===== src/rtl/srq_pkg.sv =====
package srq_pkg;
  // status word bit positions (software-visible)
  localparam int SB_LOW  = 0;
  localparam int SB_HIGH = 1;
  localparam int SB_QOVR = 2;
  localparam int SB_FERR = 3;
  localparam int SB_PERR = 4;
  localparam int SB_ROVR = 5;
  localparam int SB_NOIS = 6;
  localparam int SB_IDLE = 7;
  localparam int STAT_W  = 8;
  localparam int WCLR_N  = 6;  // bits acknowledged by read-then-write

  typedef struct packed {
    logic high_ie;
    logic low_ie;
    logic rx_en;
    logic q_en;
  } ctrl_t;
endpackage


===== src/rtl/srq_regif.sv =====
module srq_regif #(
  parameter int DATA_W = 9,
  parameter int DEPTH  = 16,
  localparam int PTR_W  = $clog2(DEPTH),
  localparam int ADDR_W = PTR_W + 1
) (
  input  logic [ADDR_W-1:0] reg_addr,
  input  logic              reg_wr,
  input  logic              reg_rd,
  input  logic [DATA_W-1:0] entry_q,
  input  srq_pkg::ctrl_t    ctrl,
  input  logic [srq_pkg::STAT_W-1:0] stat,
  input  logic [PTR_W-1:0]  ptr,
  output logic              wr_entry,
  output logic              rd_entry,
  output logic              wr_ctrl,
  output logic              wr_stat,
  output logic              rd_stat,
  output logic [DATA_W-1:0] rdata
);
  localparam logic [ADDR_W-1:0] A_CTRL = ADDR_W'(DEPTH);
  localparam logic [ADDR_W-1:0] A_STAT = ADDR_W'(DEPTH + 1);
  localparam logic [ADDR_W-1:0] A_PTR  = ADDR_W'(DEPTH + 2);

  logic in_queue;
  assign in_queue = (reg_addr < A_CTRL);
  assign wr_entry = reg_wr & in_queue;
  assign rd_entry = reg_rd & in_queue;
  assign wr_ctrl  = reg_wr & (reg_addr == A_CTRL);
  assign wr_stat  = reg_wr & (reg_addr == A_STAT);
  assign rd_stat  = reg_rd & (reg_addr == A_STAT);

  always_comb begin
    rdata = '0;
    if (in_queue)               rdata = entry_q;
    else if (reg_addr == A_CTRL) rdata = DATA_W'(ctrl);
    else if (reg_addr == A_STAT) rdata = DATA_W'(stat);
    else if (reg_addr == A_PTR)  rdata = DATA_W'(ptr);
  end
endmodule


===== src/rtl/srq_store.sv =====
module srq_store #(
  parameter int DATA_W = 9,
  parameter int DEPTH  = 16,
  localparam int PTR_W = $clog2(DEPTH)
) (
  input  logic              clk,
  input  logic              rst_n,
  input  logic              store_en,
  input  logic [DATA_W-1:0] store_data,
  input  logic              reinit,
  input  logic              gp_wr,
  input  logic [PTR_W-1:0]  gp_idx,
  input  logic [DATA_W-1:0] gp_data,
  output logic [DATA_W-1:0] entry_q,
  output logic [PTR_W-1:0]  ptr
);
  logic [DATA_W-1:0] mem [DEPTH];

  for (genvar g = 0; g < DEPTH; g++) begin : g_entry
    always_ff @(posedge clk) begin
      if (!rst_n)                                  mem[g] <= '0;
      else if (store_en && ptr == PTR_W'(g))       mem[g] <= store_data;
      else if (gp_wr && gp_idx == PTR_W'(g))       mem[g] <= gp_data;
    end
  end

  always_ff @(posedge clk) begin
    if (!rst_n)        ptr <= '0;
    else if (reinit)   ptr <= '0;
    else if (store_en) ptr <= ptr + 1'b1;
  end

  assign entry_q = mem[gp_idx];

  AST_PTR_WRAP: assert property (@(posedge clk) disable iff (!rst_n)
    (store_en && ptr == PTR_W'(DEPTH - 1)) |=> (ptr == '0));
  AST_STORE_LANDS: assert property (@(posedge clk) disable iff (!rst_n)
    (store_en && ptr == '0) |=> (mem[0] == $past(store_data)));
endmodule


===== src/rtl/srq_flags.sv =====
module srq_flags #(
  parameter int DEPTH = 16,
  localparam int PTR_W = $clog2(DEPTH),
  localparam int HALF  = DEPTH / 2
) (
  input  logic              clk,
  input  logic              rst_n,
  input  logic              frm_valid,
  input  logic              frm_ferr,
  input  logic              frm_perr,
  input  logic              frm_noise,
  input  logic              line_idle,
  input  logic              rx_overrun,
  input  logic [PTR_W-1:0]  ptr,
  input  logic              wr_ctrl,
  input  logic              wr_stat,
  input  logic              rd_stat,
  input  logic              rd_entry,
  input  logic [3:0]        wbits_ctrl,
  input  logic [srq_pkg::STAT_W-1:0] wbits_stat,
  output srq_pkg::ctrl_t    ctrl,
  output logic [srq_pkg::STAT_W-1:0] stat,
  output logic              store_en,
  output logic              reinit,
  output logic              irq_low,
  output logic              irq_high
);
  import srq_pkg::*;

  logic [STAT_W-1:0] arm, set_v, clr_v;
  logic frame_in, bad, q_open, attempt, tgt_full, ovf;

  assign frame_in = frm_valid & ctrl.rx_en;
  assign bad      = frm_ferr | frm_perr;
  assign q_open   = ctrl.q_en & ctrl.rx_en & ~stat[SB_QOVR] & ~stat[SB_FERR]
                  & ~stat[SB_PERR] & ~stat[SB_ROVR];
  assign tgt_full = ptr[PTR_W-1] ? stat[SB_HIGH] : stat[SB_LOW];
  assign attempt  = frm_valid & q_open & ~bad;
  assign store_en = attempt & ~tgt_full;
  assign ovf      = attempt & tgt_full;
  assign reinit   = wr_ctrl & wbits_ctrl[0] & ~ctrl.q_en;

  always_comb begin
    set_v          = '0;
    set_v[SB_LOW]  = store_en & (ptr == PTR_W'(HALF - 1));
    set_v[SB_HIGH] = store_en & (ptr == PTR_W'(DEPTH - 1));
    set_v[SB_QOVR] = ovf;
    set_v[SB_FERR] = frame_in & frm_ferr;
    set_v[SB_PERR] = frame_in & frm_perr;
    set_v[SB_ROVR] = rx_overrun & ctrl.rx_en;
    set_v[SB_NOIS] = store_en & frm_noise;
    set_v[SB_IDLE] = line_idle & ctrl.rx_en;
    for (int i = 0; i < STAT_W; i++) begin
      if (i < WCLR_N) clr_v[i] = wr_stat & arm[i] & ~wbits_stat[i];
      else            clr_v[i] = rd_entry & arm[i];
    end
  end

  always_ff @(posedge clk) begin
    if (!rst_n) begin
      stat <= '0;
      arm  <= '0;
    end else begin
      stat <= (stat & ~clr_v) | set_v;
      if (rd_stat) arm <= stat;
      else begin
        if (wr_stat)  arm[WCLR_N-1:0]      <= '0;
        if (rd_entry) arm[STAT_W-1:WCLR_N] <= '0;
      end
    end
  end

  always_ff @(posedge clk) begin
    if (!rst_n)       ctrl <= '0;
    else begin
      if (wr_ctrl)    ctrl <= ctrl_t'(wbits_ctrl);
      if (ovf)        ctrl.q_en <= 1'b0;
    end
  end

  assign irq_low  = stat[SB_LOW]  & ctrl.low_ie;
  assign irq_high = stat[SB_HIGH] & ctrl.high_ie;

  AST_LOW_AT_MID: assert property (@(posedge clk) disable iff (!rst_n)
    (store_en && ptr == PTR_W'(HALF - 1)) |=> stat[SB_LOW]);
  AST_QOVR_DISABLES: assert property (@(posedge clk) disable iff (!rst_n)
    $rose(stat[SB_QOVR]) |-> !ctrl.q_en);
  AST_IRQ_GATED: assert property (@(posedge clk) disable iff (!rst_n)
    (irq_low |-> ctrl.low_ie) and (irq_high |-> ctrl.high_ie));
  AST_STORE_NEEDS_OPEN: assert property (@(posedge clk) disable iff (!rst_n)
    store_en |-> (ctrl.q_en && ctrl.rx_en));
  AST_NO_BARE_CLEAR: assert property (@(posedge clk) disable iff (!rst_n)
    (!$past(rd_stat) && $past(!arm[SB_LOW]) && $past(stat[SB_LOW])) |-> stat[SB_LOW]);
endmodule


===== src/rtl/serial_rx_queue.sv =====
module serial_rx_queue #(
  parameter int DATA_W = 9,
  parameter int DEPTH  = 16,
  localparam int PTR_W  = $clog2(DEPTH),
  localparam int ADDR_W = PTR_W + 1
) (
  input  logic              clk,
  input  logic              rst_n,
  input  logic              frm_valid,
  output logic              frm_ready,
  input  logic [DATA_W-1:0] frm_data,
  input  logic              frm_ferr,
  input  logic              frm_perr,
  input  logic              frm_noise,
  input  logic              line_idle,
  input  logic              rx_overrun,
  input  logic [ADDR_W-1:0] reg_addr,
  input  logic              reg_wr,
  input  logic              reg_rd,
  input  logic [DATA_W-1:0] reg_wdata,
  output logic [DATA_W-1:0] reg_rdata,
  output logic              irq_low,
  output logic              irq_high
);
  import srq_pkg::*;

  ctrl_t             ctrl;
  logic [STAT_W-1:0] stat;
  logic [PTR_W-1:0]  ptr;
  logic [DATA_W-1:0] entry_q;
  logic wr_entry, rd_entry, wr_ctrl, wr_stat, rd_stat, store_en, reinit;

  assign frm_ready = 1'b1;

  srq_regif #(.DATA_W(DATA_W), .DEPTH(DEPTH)) u_regif (
    .reg_addr(reg_addr), .reg_wr(reg_wr), .reg_rd(reg_rd),
    .entry_q(entry_q), .ctrl(ctrl), .stat(stat), .ptr(ptr),
    .wr_entry(wr_entry), .rd_entry(rd_entry), .wr_ctrl(wr_ctrl),
    .wr_stat(wr_stat), .rd_stat(rd_stat), .rdata(reg_rdata)
  );

  srq_flags #(.DEPTH(DEPTH)) u_flags (
    .clk(clk), .rst_n(rst_n),
    .frm_valid(frm_valid), .frm_ferr(frm_ferr), .frm_perr(frm_perr),
    .frm_noise(frm_noise), .line_idle(line_idle), .rx_overrun(rx_overrun),
    .ptr(ptr), .wr_ctrl(wr_ctrl), .wr_stat(wr_stat), .rd_stat(rd_stat),
    .rd_entry(rd_entry), .wbits_ctrl(reg_wdata[3:0]),
    .wbits_stat(reg_wdata[STAT_W-1:0]),
    .ctrl(ctrl), .stat(stat), .store_en(store_en), .reinit(reinit),
    .irq_low(irq_low), .irq_high(irq_high)
  );

  srq_store #(.DATA_W(DATA_W), .DEPTH(DEPTH)) u_store (
    .clk(clk), .rst_n(rst_n),
    .store_en(store_en), .store_data(frm_data), .reinit(reinit),
    .gp_wr(wr_entry & ~ctrl.q_en), .gp_idx(reg_addr[PTR_W-1:0]),
    .gp_data(reg_wdata), .entry_q(entry_q), .ptr(ptr)
  );

  AST_ERR_FREEZES_PTR: assert property (@(posedge clk) disable iff (!rst_n)
    (frm_valid && (frm_ferr || frm_perr) && !(reg_wr && reg_addr == ADDR_W'(DEPTH)))
      |=> $stable(ptr));
  AST_REINIT_ZERO: assert property (@(posedge clk) disable iff (!rst_n)
    (reg_wr && reg_addr == ADDR_W'(DEPTH) && reg_wdata[0] && !ctrl.q_en) |=> (ptr == '0));
endmodule


===== config.mk =====
export PLATFORM = sky130hd
export DESIGN_NAME = serial_rx_queue
export DESIGN_NICKNAME = d
export VERILOG_FILES = /design/src/rtl/srq_pkg.sv /design/src/rtl/srq_regif.sv /design/src/rtl/srq_store.sv /design/src/rtl/srq_flags.sv /design/src/rtl/serial_rx_queue.sv
export SDC_FILE = /design/constraint.sdc
export NUM_CORES = 1
export LEC_CHECK = 0
export BUFFER_PORTS_ARGS = -buffer_cell sky130_fd_sc_hd__buf_4
export CAP_MARGIN = 20
export CELL_PAD_IN_SITES_DETAIL_PLACEMENT = 1
export CELL_PAD_IN_SITES_GLOBAL_PLACEMENT = 1
export CORE_ASPECT_RATIO = 1.25
export CORE_MARGIN = 2
export CORE_UTILIZATION = 35
export CTS_CLUSTER_DIAMETER = 80
export CTS_CLUSTER_SIZE = 24
export DETAILED_ROUTE_END_ITERATION = 16
export GPL_ROUTABILITY_DRIVEN = 0
export GPL_TIMING_DRIVEN = 0
export PLACE_DENSITY = 0.6
export SLEW_MARGIN = 0
export SYNTH_ARGS = -nofsm -noshare
export SYNTH_HDL_FRONTEND = slang
export SYNTH_HIERARCHICAL = 1
export SYNTH_SLANG_ARGS = --single-unit

===== constraint.sdc =====
create_clock -name clk -period 2.4 [get_ports clk]
set_clock_uncertainty 0.15 [all_clocks]
set_input_delay 0.12 -clock clk [delete_from_list [all_inputs] [get_ports clk]]
set_output_delay 0.12 -clock clk [all_outputs]
set_load 0.02 [all_outputs]

== Word level (Yosys, flattened, before mapping) ==
Memory sizes are Yosys's and may differ from the RTL's.
Index checks and enable logic that the tools add are counted.

* Register bits after elaboration: 24
* Bits in latches: 0
* RAM bits: 144
* Bits in read-only memories: 0
* Bits of input ports: 33
* Output and inout bits: 12
* Word-level logic and storage cells: 326
* Memories kept: 1

{| class="wikitable"
|+ Memories
! name !! words !! width !! rd ports !! clocked after Yosys merged registers in !! wr ports !! line !! text
|-
| u_store.mem || 16 || 9 || 1 || 0 || 16 || srq_store.sv:17 || <nowiki>logic [DATA_W-1:0] mem [DEPTH];</nowiki>
|}

* Add/subtract/negate cells: 1
* $mul: 0
* Div/mod/pow operators: 0
* $lt $le $gt $ge: 1
* Equality and inequality tests: 33
* Shift-type cells: 0
* Mux-type cells: 153
* Bitwise logic cells: 91
* Reductions and logical operators: 38

{| class="wikitable"
|+ Operator list
! kind !! count
|-
| $mux 9 || 35
|-
| $mux 1 || 114
|-
| $eq 4x4->1 const B || 16
|-
| $and 1x1->1 || 41
|-
| $or 1x1->1 || 33
|-
| $eq 4x3->1 const B || 8
|-
| $logic_and 1x1->1 || 32
|-
| $eq 4x2->1 const B || 4
|-
| $eq 5x5->1 const B || 3
|-
| $not 1->1 || 14
|-
| $and 8x8->8 || 1
|-
| $eq 4x1->1 const B || 2
|-
| $logic_not 4->1 || 2
|-
| $mux 8 || 1
|-
| $not 8->8 || 1
|-
| $or 8x8->8 || 1
|-
| $mux 6 || 1
|-
| $lt 5x5->1 const B || 1
|-
| $add 4x1->4 const B || 1
|-
| $mux 4 || 1
|-
| $reduce_bool 2->1 || 2
|-
| $reduce_or 2->1 || 2
|-
| $mux 2 || 1
|}

== Longest topological paths before layout ==
Gate-level depths: netlist (run 1).

* Depth in word-level cells: 14
* Depth in mapped cells: 9
* Depth with buffers taken out: 6

== Modules after synthesis ==
The synthesis (run 1) kept the hierarchy.

{| class="wikitable"
|+ By module, submodules not included
! module !! instances !! cells an instance !! area an instance (um^2) !! seq. area each (um^2)
|-
| srq_store || 1 || 582 || 7857.5 || 4404.2
|-
| srq_flags || 1 || 102 || 893.4 || 400.4
|-
| srq_regif || 1 || 30 || 267.8 || 0.0
|-
| serial_rx_queue || 1 || 3 || 25.0 || 0.0
|}

== Least setup slack after synthesis (run 1) ==
OpenSTA, ideal clock, no wires.

* Kind: register to register
* Start: reg, netlist name u_flags/ctrl[0]
* End: mem u_store.mem[9][0], enable pin
* Setup time: 0.343 ns
* Arrival time: 2.037 ns
* Data required time: 1.907 ns
* Path slack: -0.130 ns
* Cell stages (with the launch flop): 9
* Path buffers: 3
* Clock period less this slack: 2.530 ns
* Cell sequence: dfxtp_1 nor4b_4 nand3_1 nor2_1 buf_2 buf_2 nand4b_1 clkbuf_1 nand3_1

{| class="wikitable"
|+ RTL lines
! element !! line
|-
| end: declaration || srq_store.sv:17
|}

== Worst setup path after layout (run 1) ==
* Start: mem u_store.mem[2][3]
* End: out reg_rdata[3]

* Cells in the longest elaborated chain, start to end: 2

{| class="wikitable"
|+ RTL lines
! element !! line !! text
|-
| $mem_v2 16x9 || - ||
|-
| net entry_q[3] || serial_rx_queue.sv:30 || <nowiki>logic [DATA_W-1:0] entry_q;</nowiki>
|-
| $mux 9 || srq_regif.sv:35 || <nowiki>if (in_queue) rdata = entry_q;</nowiki>
|-
| end: declaration || serial_rx_queue.sv:21 || <nowiki>output logic [DATA_W-1:0] reg_rdata,</nowiki>
|}

The timed path passes the listed nets, and every way through them passes these cells.

==> run summary, run 1 <==
OUTCOME
---------------------------------------------------------------------------------------
Outcome                                                                    complete, but fails checks
Violations in the final reports                                            setup timing

LOGIC SYNTHESIS
---------------------------------------------------------------------------------------
Leading register cell type out of synthesis                                    edfxtp_1
Seq cells post-synth                                                                168
Syn Area/Cell                                                                 12.6 um^2
Syn_nets                                                                            754
Post-synth cell types                                                                63
Post-synthesis sequential area ratio                                              53.1%
Number of warning messages in the yosys log                                           6
Post-synthesis instance area                                               0.00904 mm^2
Synth Instances                                                                     717
Async set-or-reset flop fraction in the synthesized netlist                          0%
Number of enable flip-flop cells after synthesis                                    144

STA
---------------------------------------------------------------------------------------
RSZ-0062 raised after global routing                                                yes
Final min period                                                                2.50 ns
Final Slew Violations                                                                 0
Relative slew slack                                                               28.3%
Final count of negative-setup-slack endpoints                                        49
Slew at the pin with the worst max-slew slack                                   1.08 ns
Fmax                                                                          0.399 GHz
Min setup slack post-route                                                    -0.105 ns
Final worst-path cycle share                                                       104%
Setup TNS after final layout                                                   -2.69 ns
Hold Violations, Final                                                                0

FINISH
---------------------------------------------------------------------------------------
Fraction of final layout cells with drive strength greater than 1                 33.9%
Post-route design area                                                      0.0120 mm^2
Top library cells by usage in the layout, fill and taps aside              144 x edfxtp_1, 90 x nand2_1, 88 x a22o_1
Number of non-filler instances in the completed layout                             1210
Post-layout util                                                                  47.6%
N_diodes                                                                              0
Area growth, synth to finish                                                      33.2%
Most common cell after layout, fill and taps aside                             edfxtp_1
Layout net count                                                                    899

POWER
---------------------------------------------------------------------------------------
Pleak                                                                           4.20 nW
Power per Cell Area                                                         559 mW/mm^2
Post-route total power                                                          6.74 mW
Peak supply drop                                                                 416 uV

CLOCKING
---------------------------------------------------------------------------------------
Clock network latency to the later pin of the worst-skew pair                   0.44 ns
Root buf cell                                                                 clkbuf_16
Number of sinks driven by the clock tree                                            168
CTS tree                                                                          built
Clock Path Buffers                                                                    2
CTS H-tree lvls                                                                       4
TritonCTS Buffers                                                                    17
Clock slew at the register clock pins of the worst setup and hold paths         0.07 ns

GLOBAL ROUTING
---------------------------------------------------------------------------------------
Vias in the first global route                                                     7804
Total overflow reported by the global router                                          0
Maximum number of pins on one net before global-route repair                         17
Antenna violations before repair                                                      0
Wire length of the first global-routing pass                                   51100 um
Overall Global Routing Usage                                                      25.9%

SETUP PATH
---------------------------------------------------------------------------------------
Maximum single-stage delay on the critical path                                 0.49 ns
Top fanout value on the critical path                                                 1
Critical-path cell list                                                    mux4_2, a22oi_2, nand2_1, and2b_4, a221o_1, buf_6
CP Class                                                                     reg -> out
Setup crit start kind                                                         flip-flop
Highest-delay cell along the critical path                                       mux4_2
Arrival time worst endpoint                                                     2.23 ns
Dominant delay contributor by cell family on the critical path             compound AO/OA/AOI/OAI gates
CP Capture Type                                                            primary output
Crit path buffers/inverters                                                           1
Required @ worst endpoint                                                       2.13 ns

ROUTING
---------------------------------------------------------------------------------------
Drt pass-1 iters                                                                      6
Vias                                                                               7530
Drt total wl                                                                   35500 um
Number of violations reported at the end of detailed-routing iteration 0            647
Count of antenna-violating nets left after detailed routing                           0
Average routed wire per standard cell                                           29.3 um
# DRC                                                                                 0
Detailed-route vias per instance                                                   6.22

FLOORPLAN
---------------------------------------------------------------------------------------
Initial cell density of the core                                                  35.8%
I/O pin count                                                                        45
Die extent in x                                                                  148 um
Die area                                                                    0.0271 mm^2
Y dimension of the die                                                           184 um
Placeable core region                                                       0.0253 mm^2
Cell Rows                                                                            65

WORST HOLD PATH
---------------------------------------------------------------------------------------
Kind of path behind the tightest hold check                                   in -> reg

PLACE
---------------------------------------------------------------------------------------
Hpwl dp                                                                        24400 um
Count of buffers from port buffering                                                 40
Placed cell count                                                                  1100
Cell area after placement                                                  0.00984 mm^2

RUN
---------------------------------------------------------------------------------------
Count of maximum capacitance violations                                               0

## area by class of cell
type                    instances  area [um^2]
fillers                      2586        13200
plain buffers                  65          384
clock buffers                  25          508
flip-flops and latches        168         4820
well taps                     335          419
repair buffers                126         1310
multi-input cells             477         4530
clock inverters                 7         56.3
inverters                       7         26.3
## final timing paths
| kind | slack, ns | end | from | cells after the start |
|---|---|---|---|---|
| max | -0.10 | reg_rdata[3] | u_store/mem[2][3] | 6 |
| min | 0.06 | u_flags/arm[7] | reg_rd | 5 |
| max reg2reg | -0.10 | u_store/mem[8][7] | u_flags/ctrl[0] | 6 |
| min reg2reg | 0.37 | u_flags/stat[5] | u_flags/ctrl[1] | 2 |
## sequential cells by signal (all words and copies together) (netlist names)
name and cells:
u_flags/arm 8, u_flags/stat 8, u_store/ptr 4, u_flags/ctrl 4
u_store/mem 144
## timing repair
action                                  CTS  global route
buffers inserted                         32            23
pin swaps                                25            22
endpoints found under the setup margin  297           282
hold buffers                             21             0
resized for setup                       105            60
gates cloned                              3             5
endpoints found under the hold margin    30             0
## power by group
| part | leakage [nW] | internal (mW) | switching, mW | total (mW) |
|---|---|---|---|---|
| registers | 1.69 | 3.25 | 0.0273 | 3.28 |
| clock network | 0.273 | 1.49 | 1.18 | 2.67 |
| logic | 2.24 | 0.305 | 0.486 | 0.791 |
## worst min-delay path, stage by stage
cell	delay (ns)
buf_4	0.08
and2b_2	0.18
nor3b_1	0.06
a21oi_1	0.11
nor2b_1	0.05
## layer usage
layer	vias to the layer above	wire [um]	GRT usage (%)
met5	-	0	0
li1	3195	-	-
met2	349	18000	44.7
met1	3885	13600	30.3
met4	0	1870	15.1
met3	101	2020	4.34
## synth_stat cells, types with 5 or more instances
| cell | instances | share of area (%) |
|---|---|---|
| buf_2 | 18 | 1.0 |
| nand4b_1 | 5 | 0.48 |
| a22o_1 | 88 | 8.5 |
| nor2_1 | 20 | 0.83 |
| nor3b_1 | 8 | 0.66 |
| o21ai_0 | 5 | 0.28 |
| buf_1 | 12 | 0.50 |
| nand2b_1 | 7 | 0.48 |
| nand2_1 | 93 | 3.9 |
| nand3b_1 | 5 | 0.42 |
| edfxtp_1 | 144 | 48 |
| and2_1 | 6 | 0.42 |
| mux4_2 | 36 | 9.0 |
| o221ai_1 | 10 | 0.97 |
| a32o_1 | 18 | 2.0 |
| a22oi_1 | 19 | 1.6 |
| o22ai_1 | 36 | 2.5 |
| a21oi_1 | 9 | 0.50 |
| inv_1 | 7 | 0.29 |
| clkbuf_1 | 35 | 1.5 |
| dfxtp_1 | 24 | 5.3 |
| nand3_1 | 10 | 0.55 |
| buf_4 | 5 | 0.42 |
| o2bb2ai_1 | 8 | 0.77 |
| nor2b_1 | 21 | 1.5 |
## through the flow
| step | hold WS (ns) | setup slack (ns) |
|---|---|---|
| 6_report | 0.0565 | -0.105 |
| 5_1_grt | 0.0954 | -0.144 |
| 4_1_cts | 0.0188 | -0.103 |
| 3_5_place_dp | 0.263 | -0.986 |
| 3_3_place_gp | 0.249 | -1.03 |
| 2_1_floorplan | 0.109 | -0.0692 |
## kinds of logic (layout without fill, tap and decap cells)
group	after synthesis	count (layout)	share of synthesized area, %
DFF	168	168	53.1
other	1	1	0.0415
muxes	41	41	9.53
buffers and inverters	78	230	3.71
adders and majority gates	4	4	0.553
AOI/OAI and AO/OA	218	218	20.2
and+or+nand+nor	204	210	12.6
xor gates and xnor gates	3	3	0.291
No activity file was read; power rests on OpenSTA's default activity.
==> run 2: changes to the inputs <==
--- a/config.mk
+++ b/config.mk
@@ -18,8 +18,10 @@
 export GPL_ROUTABILITY_DRIVEN = 0
 export GPL_TIMING_DRIVEN = 0
 export PLACE_DENSITY = 0.6
+export REMOVE_ABC_BUFFERS = 1
 export SLEW_MARGIN = 0
 export SYNTH_ARGS = -nofsm -noshare
 export SYNTH_HDL_FRONTEND = slang
 export SYNTH_HIERARCHICAL = 1
 export SYNTH_SLANG_ARGS = --single-unit
+export TNS_END_PERCENT = 30
==> run 2 against run 1 <==
Wire length is 8.0% lower. Cell area shrank 7.2%. Final cell count fell by 8.0%. Largest cell class unchanged. Flip-flop and latch count is the same. Global-route usage is 2.5 points lower. Via count is 5.7% lower. Combinational power fell by 9.4%. The flow still finishes with violations (setup timing). Highest routed layer unchanged. First-iteration DRC count shrank 2.9%.
==> run summary, run 2 (synthesized netlist as in run 1, its figures left out) <==
OUTCOME
---------------------------------------------------------------------------------------
Outcome                                                                    complete, but fails checks   unchanged
Violations in the final reports                                            setup timing   unchanged

STA
---------------------------------------------------------------------------------------
Min setup slack post-route                                                    -0.181 ns   was -0.105 ns
RSZ-0062 raised after global routing                                                yes   unchanged
Relative slew slack                                                               41.8%   was 28.3%
Slew at the pin with the worst max-slew slack                                  0.872 ns   was 1.08 ns
Final Slew Violations                                                                 0   unchanged
Final min period                                                                2.58 ns   was 2.50 ns
Fmax                                                                          0.388 GHz   was 0.399 GHz
Final count of negative-setup-slack endpoints                                        29   was 49
Hold Violations, Final                                                                0   unchanged
Final worst-path cycle share                                                       108%   was 104%

ROUTING
---------------------------------------------------------------------------------------
Count of antenna-violating nets left after detailed routing                           0   unchanged
# DRC                                                                                 0   unchanged
Drt total wl                                                                   32600 um   was 35500 um
Detailed-route vias per instance                                                   6.38   was 6.22
Drt pass-1 iters                                                                      4   was 6
Average routed wire per standard cell                                           29.3 um   about the same
Number of violations reported at the end of detailed-routing iteration 0            628   was 647
Vias                                                                               7100   was 7530

GLOBAL ROUTING
---------------------------------------------------------------------------------------
Maximum number of pins on one net before global-route repair                         58   was 17
Wire length of the first global-routing pass                                   46700 um   was 51100 um
Total overflow reported by the global router                                          0   unchanged
Overall Global Routing Usage                                                      23.4%   was 25.9%
Antenna violations before repair                                                      0   unchanged
Vias in the first global route                                                     7439   was 7804

CLOCKING
---------------------------------------------------------------------------------------
TritonCTS Buffers                                                                    17   unchanged
CTS H-tree lvls                                                                       4   unchanged
Clock network latency to the later pin of the worst-skew pair                   0.43 ns   was 0.44 ns
Clock slew at the register clock pins of the worst setup and hold paths         0.07 ns   about the same
CTS tree                                                                          built   unchanged
Number of sinks driven by the clock tree                                            168   unchanged
Clock Path Buffers                                                                    2   unchanged
Root buf cell                                                                 clkbuf_16   unchanged

PLACE
---------------------------------------------------------------------------------------
Count of buffers from port buffering                                                 43   was 40
Placed cell count                                                                  1035   was 1100
Cell area after placement                                                  0.00959 mm^2   was 0.00984 mm^2
Post-placement setup slack                                                     -1.91 ns   was -0.986 ns
Hpwl dp                                                                        19600 um   was 24400 um

FLOORPLAN
---------------------------------------------------------------------------------------
Placeable core region                                                       0.0253 mm^2   unchanged
Cell Rows                                                                            65   unchanged
Die area                                                                    0.0271 mm^2   unchanged
Y dimension of the die                                                           184 um   unchanged
Initial cell density of the core                                                  35.8%   unchanged
Die extent in x                                                                  148 um   unchanged
I/O pin count                                                                        45   unchanged

POWER
---------------------------------------------------------------------------------------
Power per Cell Area                                                         602 mW/mm^2   was 559 mW/mm^2
Pleak                                                                           3.82 nW   was 4.20 nW
Post-route total power                                                          6.73 mW   was 6.74 mW
Peak supply drop                                                                 541 uV   was 416 uV

SETUP PATH
---------------------------------------------------------------------------------------
Top fanout value on the critical path                                                 1   unchanged
Maximum single-stage delay on the critical path                                 0.53 ns   was 0.49 ns
Highest-delay cell along the critical path                                       mux4_2   unchanged
Reg-to-reg startpoint                                                      u_flags/ctrl[0]   unchanged
CP Class                                                                     reg -> out   unchanged
Required @ worst endpoint                                                       2.13 ns   about the same
Setup crit start kind                                                         flip-flop   unchanged
CP Capture Type                                                            primary output   unchanged
Arrival time worst endpoint                                                     2.31 ns   was 2.23 ns
Critical-path cell list                                                    mux4_2, a22oi_1, nand2_1, a22o_1, buf_4   was mux4_2, a22oi_2, nand2_1, and2b_4, a221o_1, buf_6
Origin of the worst setup path                                             u_store/mem[3][7]   was u_store/mem[2][3]
Worst r2r path cells                                                                  4   was 6

FINISH
---------------------------------------------------------------------------------------
Area growth, synth to finish                                                      23.6%   was 33.2%
Flip-flop count of the largest register, all copies and words added                 144   unchanged
Post-layout util                                                                  44.2%   was 47.6%
Top library cells by usage in the layout, fill and taps aside              144 x edfxtp_1, 91 x nand2_1, 88 x a22o_1   was 144 x edfxtp_1, 90 x nand2_1, 88 x a22o_1
Layout net count                                                                    802   was 899
N_diodes                                                                              0   unchanged
Post-route design area                                                      0.0112 mm^2   was 0.0120 mm^2
Top flop regs                                                              u_store/mem (144), u_flags/arm (8), u_flags/stat (8)   unchanged
Number of non-filler instances in the completed layout                             1113   was 1210
Largest register by flop count                                              u_store/mem   unchanged
Fraction of final layout cells with drive strength greater than 1                 29.8%   was 33.9%
Most common cell after layout, fill and taps aside                             edfxtp_1   unchanged

RUN
---------------------------------------------------------------------------------------
Count of maximum capacitance violations                                               0   unchanged

WORST HOLD PATH
---------------------------------------------------------------------------------------
Kind of path behind the tightest hold check                                   in -> reg   unchanged
Worst hold path cell count                                                            2   was 5
Min-delay src                                                               frm_data[3]   was reg_rd

-- run 2: changes by cell type in the layout (fill, tap and decap cells not counted), sizes merged, moves of 2 or more --
| cell | previous run | this run |
|---|---|---|
| a311oi | 3 | 6 |
| buf | 137 | 80 |
| clkbuf | 58 | 22 |
| clkinv | 3 | 6 |
| dlygate4sd3 | 21 | 12 |
| inv | 10 | 12 |
| nand3 | 14 | 10 |
| nor2 | 22 | 20 |
-- run 2: area by class of cell --
class	instances	area [um^2]
repair buffers	93	891
clock buffers	21	494
inverters	7	26.3
flip-flops and latches	168	4820
multi-input cells	478	4450
well taps	335	419
clock inverters	11	82.6
fillers	2534	14100
-- run 2: critical path, delay by kind of cell (launching register included) --
kind            cells  cell delay, ns
simple gates        1            0.16
mux                 1            0.53
flops               1            0.35
buf+inv             1            0.16
compound gates      2            0.67
-- run 2: final timing paths --
| path | endpoint | slack (ns) |
|---|---|---|
| worst max register to register | u_store/mem[6][4] | -0.13 |
| worst min register to register | u_flags/stat[0] | 0.37 |
| worst max-delay path | reg_rdata[7] | -0.18 |
| worst min-delay path | u_store/mem[1][3] | 0.02 |
-- run 2: per-stage QoR --
step,hold slack (ns),TNS [ns]
3_5_place_dp,0.252,-382.18
5_1_grt,0.0105,-3.97
2_1_floorplan,0.0982,-199.43
6_report,0.0242,-2.27
4_1_cts,0.000876,-3.57
3_3_place_gp,0.252,-564.80
-- run 2: repair_timing --
action                     CTS  global route
cloned                       0             8
pin swaps                   27            20
resized for setup           80            22
setup buffers               21             6
hold endpoints to repair    40             1
setup endpoints to repair  301           276
hold buffers                12             1
-- run 2: layer usage --
metal  global-route usage [%]  up-vias  routed length [um]
met5                        0        -                   0
met4                     12.7        0                1530
met3                     2.26       77                1610
met2                     41.0      297               16200
met1                     28.4     3722               13200
li1                         -     3004                   -
-- run 2: power by group --
part / leakage (nW) / internal, mW / switching [mW]
Combinational: 1.84 / 0.263 / 0.454
Sequential: 1.69 / 3.25 / 0.0248
Clock: 0.294 / 1.50 / 1.25
==> run 3: changes to the inputs <==
--- a/config.mk
+++ b/config.mk
@@ -11,14 +11,15 @@
 export CELL_PAD_IN_SITES_GLOBAL_PLACEMENT = 1
 export CORE_ASPECT_RATIO = 1.25
 export CORE_MARGIN = 2
-export CORE_UTILIZATION = 35
+export CORE_UTILIZATION = 46
 export CTS_CLUSTER_DIAMETER = 80
 export CTS_CLUSTER_SIZE = 24
 export DETAILED_ROUTE_END_ITERATION = 16
 export GPL_ROUTABILITY_DRIVEN = 0
 export GPL_TIMING_DRIVEN = 0
-export PLACE_DENSITY = 0.6
+export PLACE_DENSITY = 0.75
 export REMOVE_ABC_BUFFERS = 1
+export SKIP_LAST_GASP = 1
 export SLEW_MARGIN = 0
 export SYNTH_ARGS = -nofsm -noshare
 export SYNTH_HDL_FRONTEND = slang
==> run 3 against run 2 <==
The run still ends with setup timing left. Via count increased by 1.3%. Setup slack improved by 0.040 ns. Register-to-register slack improved by 0.06 ns. Maximum frequency increased by 1.6%. First-iteration DRC count increased by 52%. Worst hold slack got worse by 0.0037 ns. Die area decreased by 23%. Clock power increased by 7%. Critical path type unchanged.
==> run summary, run 3 (synthesized netlist as in run 1, its figures left out) <==
ROUTING
---------------------------------------------------------------------------------------
Drt total wl                                                                   31500 um   was 32600 um
Detailed-route vias per instance                                                   6.87   was 6.38
# DRC                                                                                 0   unchanged
Average routed wire per standard cell                                           30.1 um   was 29.3 um
Number of violations reported at the end of detailed-routing iteration 0            952   was 628
Drt pass-1 iters                                                                      6   was 4
Vias                                                                               7189   was 7100
Count of antenna-violating nets left after detailed routing                           0   unchanged

GLOBAL ROUTING
---------------------------------------------------------------------------------------
M2 GR Usage                                                                       49.7%   was 41.0%
GR peak layer                                                                      met2   unchanged
Vias in the first global route                                                     7233   was 7439
Wire length of the first global-routing pass                                   44700 um   was 46700 um
GR Layer Usage met3                                                               4.93%   was 2.26%
Total overflow reported by the global router                                          0   unchanged
Overall Global Routing Usage                                                      29.3%   was 23.4%
Maximum number of pins on one net before global-route repair                         58   unchanged
Global routing met1 resource utilization                                          36.1%   was 28.4%
Antenna violations before repair                                                      0   unchanged

POWER
---------------------------------------------------------------------------------------
Pleak                                                                           3.84 nW   was 3.82 nW
Post-route total power                                                          6.91 mW   was 6.73 mW
Peak supply drop                                                                 480 uV   was 541 uV
Power per Cell Area                                                         620 mW/mm^2   was 602 mW/mm^2

FINISH
---------------------------------------------------------------------------------------
Most common cell after layout, fill and taps aside                             edfxtp_1   unchanged
N_diodes                                                                              0   unchanged
Largest register by flop count                                              u_store/mem   unchanged
Layout net count                                                                    807   was 802
Number of non-filler instances in the completed layout                             1047   was 1113
Fraction of final layout cells with drive strength greater than 1                 28.9%   was 29.8%
Flip-flop count of the largest register, all copies and words added                 144   unchanged
Top flop regs                                                              u_store/mem (144), u_flags/arm (8), u_flags/stat (8)   unchanged
Post-layout util                                                                  57.7%   was 44.2%
Top library cells by usage in the layout, fill and taps aside              144 x edfxtp_1, 92 x nand2_1, 88 x a22o_1   was 144 x edfxtp_1, 91 x nand2_1, 88 x a22o_1
Post-route design area                                                      0.0112 mm^2   about the same
Area growth, synth to finish                                                      23.3%   was 23.6%
Fill cell count                                                                    1848   was 2534

SETUP PATH
---------------------------------------------------------------------------------------
CP Class                                                                     reg -> out   unchanged
CP Capture Type                                                            primary output   unchanged
Arrival time worst endpoint                                                     2.27 ns   was 2.31 ns
Setup crit start kind                                                         flip-flop   unchanged
Top fanout value on the critical path                                                 1   unchanged
Required @ worst endpoint                                                       2.13 ns   about the same

FLOORPLAN
---------------------------------------------------------------------------------------
Placeable core region                                                       0.0193 mm^2   was 0.0253 mm^2
Die area                                                                    0.0208 mm^2   was 0.0271 mm^2
Y dimension of the die                                                           161 um   was 184 um
Cell Rows                                                                            57   was 65
Initial cell density of the core                                                  46.8%   was 35.8%
I/O pin count                                                                        45   unchanged
Die extent in x                                                                  129 um   was 148 um

STA
---------------------------------------------------------------------------------------
Final hold slack                                                              0.0205 ns   was 0.0242 ns
Min setup slack post-route                                                    -0.141 ns   was -0.181 ns
Final Slew Violations                                                                 0   unchanged
Final min period                                                                2.54 ns   was 2.58 ns
Fmax                                                                          0.394 GHz   was 0.388 GHz
Setup TNS after final layout                                                   -3.15 ns   was -2.27 ns
RSZ-0062 raised after global routing                                                yes   unchanged
Slew at the pin with the worst max-slew slack                                  0.855 ns   was 0.872 ns
Final count of negative-setup-slack endpoints                                        74   was 29
Hold Violations, Final                                                                0   unchanged
Final worst-path cycle share                                                       106%   was 108%
Relative slew slack                                                               42.8%   was 41.8%

RUN
---------------------------------------------------------------------------------------
Count of maximum capacitance violations                                               0   unchanged

CLOCKING
---------------------------------------------------------------------------------------
Clock network latency to the later pin of the worst-skew pair                   0.43 ns   about the same
TritonCTS Buffers                                                                    17   unchanged
CTS H-tree lvls                                                                       4   unchanged
Root buf cell                                                                 clkbuf_16   unchanged
Clock Path Buffers                                                                    2   unchanged
Clock slew at the register clock pins of the worst setup and hold paths         0.07 ns   about the same
CTS tree                                                                          built   unchanged
Number of sinks driven by the clock tree                                            168   unchanged

PLACE
---------------------------------------------------------------------------------------
Cell area after placement                                                  0.00943 mm^2   was 0.00959 mm^2
Count of buffers from port buffering                                                 43   unchanged
Hpwl dp                                                                        18400 um   was 19600 um
Placed cell count                                                                   957   was 1035
Post-placement setup slack                                                     -2.21 ns   was -1.91 ns

OUTCOME
---------------------------------------------------------------------------------------
Outcome                                                                    complete, but fails checks   unchanged
Violations in the final reports                                            setup timing   unchanged

WORST HOLD PATH
---------------------------------------------------------------------------------------
Kind of path behind the tightest hold check                                   in -> reg   unchanged

run 3: changes by cell type in the layout (fill, tap and decap cells not counted), moves of 3 or more:
cell / delta
buf_12: +6
dlygate4sd3_1: +6
buf_4: +4
buf_6: -4
bufinv_16: +4
a311oi_2: -3
clkbuf_16: -3
clkinv_1: +3
dfxtp_1: +3
dfxtp_2: -3
run 3: critical path, stage by stage (launching register included):
cell and delay, ns:
edfxtp_1 0.42, mux4_2 0.48, a22oi_1 0.26, nand2_1 0.13, a221o_1 0.38, buf_4 0.17
run 3: path summary, 6_finish.rpt:
check / endpoint / from / slack, ns / depth (start not counted)
min reg2reg: u_flags/stat[7] / u_flags/arm[7] / 0.40 / 3
max: reg_rdata[1] / u_store/mem[14][1] / -0.14 / 5
min: u_store/mem[15][7] / reg_wdata[7] / 0.02 / 2
max reg2reg: u_store/mem[4][7] / u_flags/ctrl[0] / -0.07 / 4
run 3: repair_timing:
item                                    CTS  global route
pin swaps                                12            17
gates cloned                              0             2
hold buffers                             18             2
endpoints found under the setup margin  301           297
hold endpoints to repair                 88             5
gates resized for setup                  51            39
buffers inserted                         23            16
run 3: layout make-up:
cell class | count | area, um^2 | share of cell area [%]
Tap cell | 265 | 332 | 2.97
Timing Repair Buffer | 103 | 1020 | 9.11
Sequential cell | 168 | 4810 | 43.2
Clock buffer | 18 | 429 | 3.85
Clock inverter | 13 | 175 | 1.57
Inverter | 7 | 26.3 | 0.236
Multi-Input combinational cell | 473 | 4360 | 39.1
run 3: power by group:
part           switching (mW)  internal [mW]  total [mW]  leakage, nW
sequential             0.0312           3.25        3.28         1.68
clock                    1.19           1.73        2.92        0.293
combinational           0.442          0.272       0.715         1.86
total                    1.66           5.25        6.91         3.84
run 3: layer usage:
layer | wire, um | vias to the layer above
li1 | - | 3004
met1 | 11500 | 3689
met2 | 16200 | 399
met3 | 2170 | 97
met4 | 1690 | 0
met5 | 0 | -
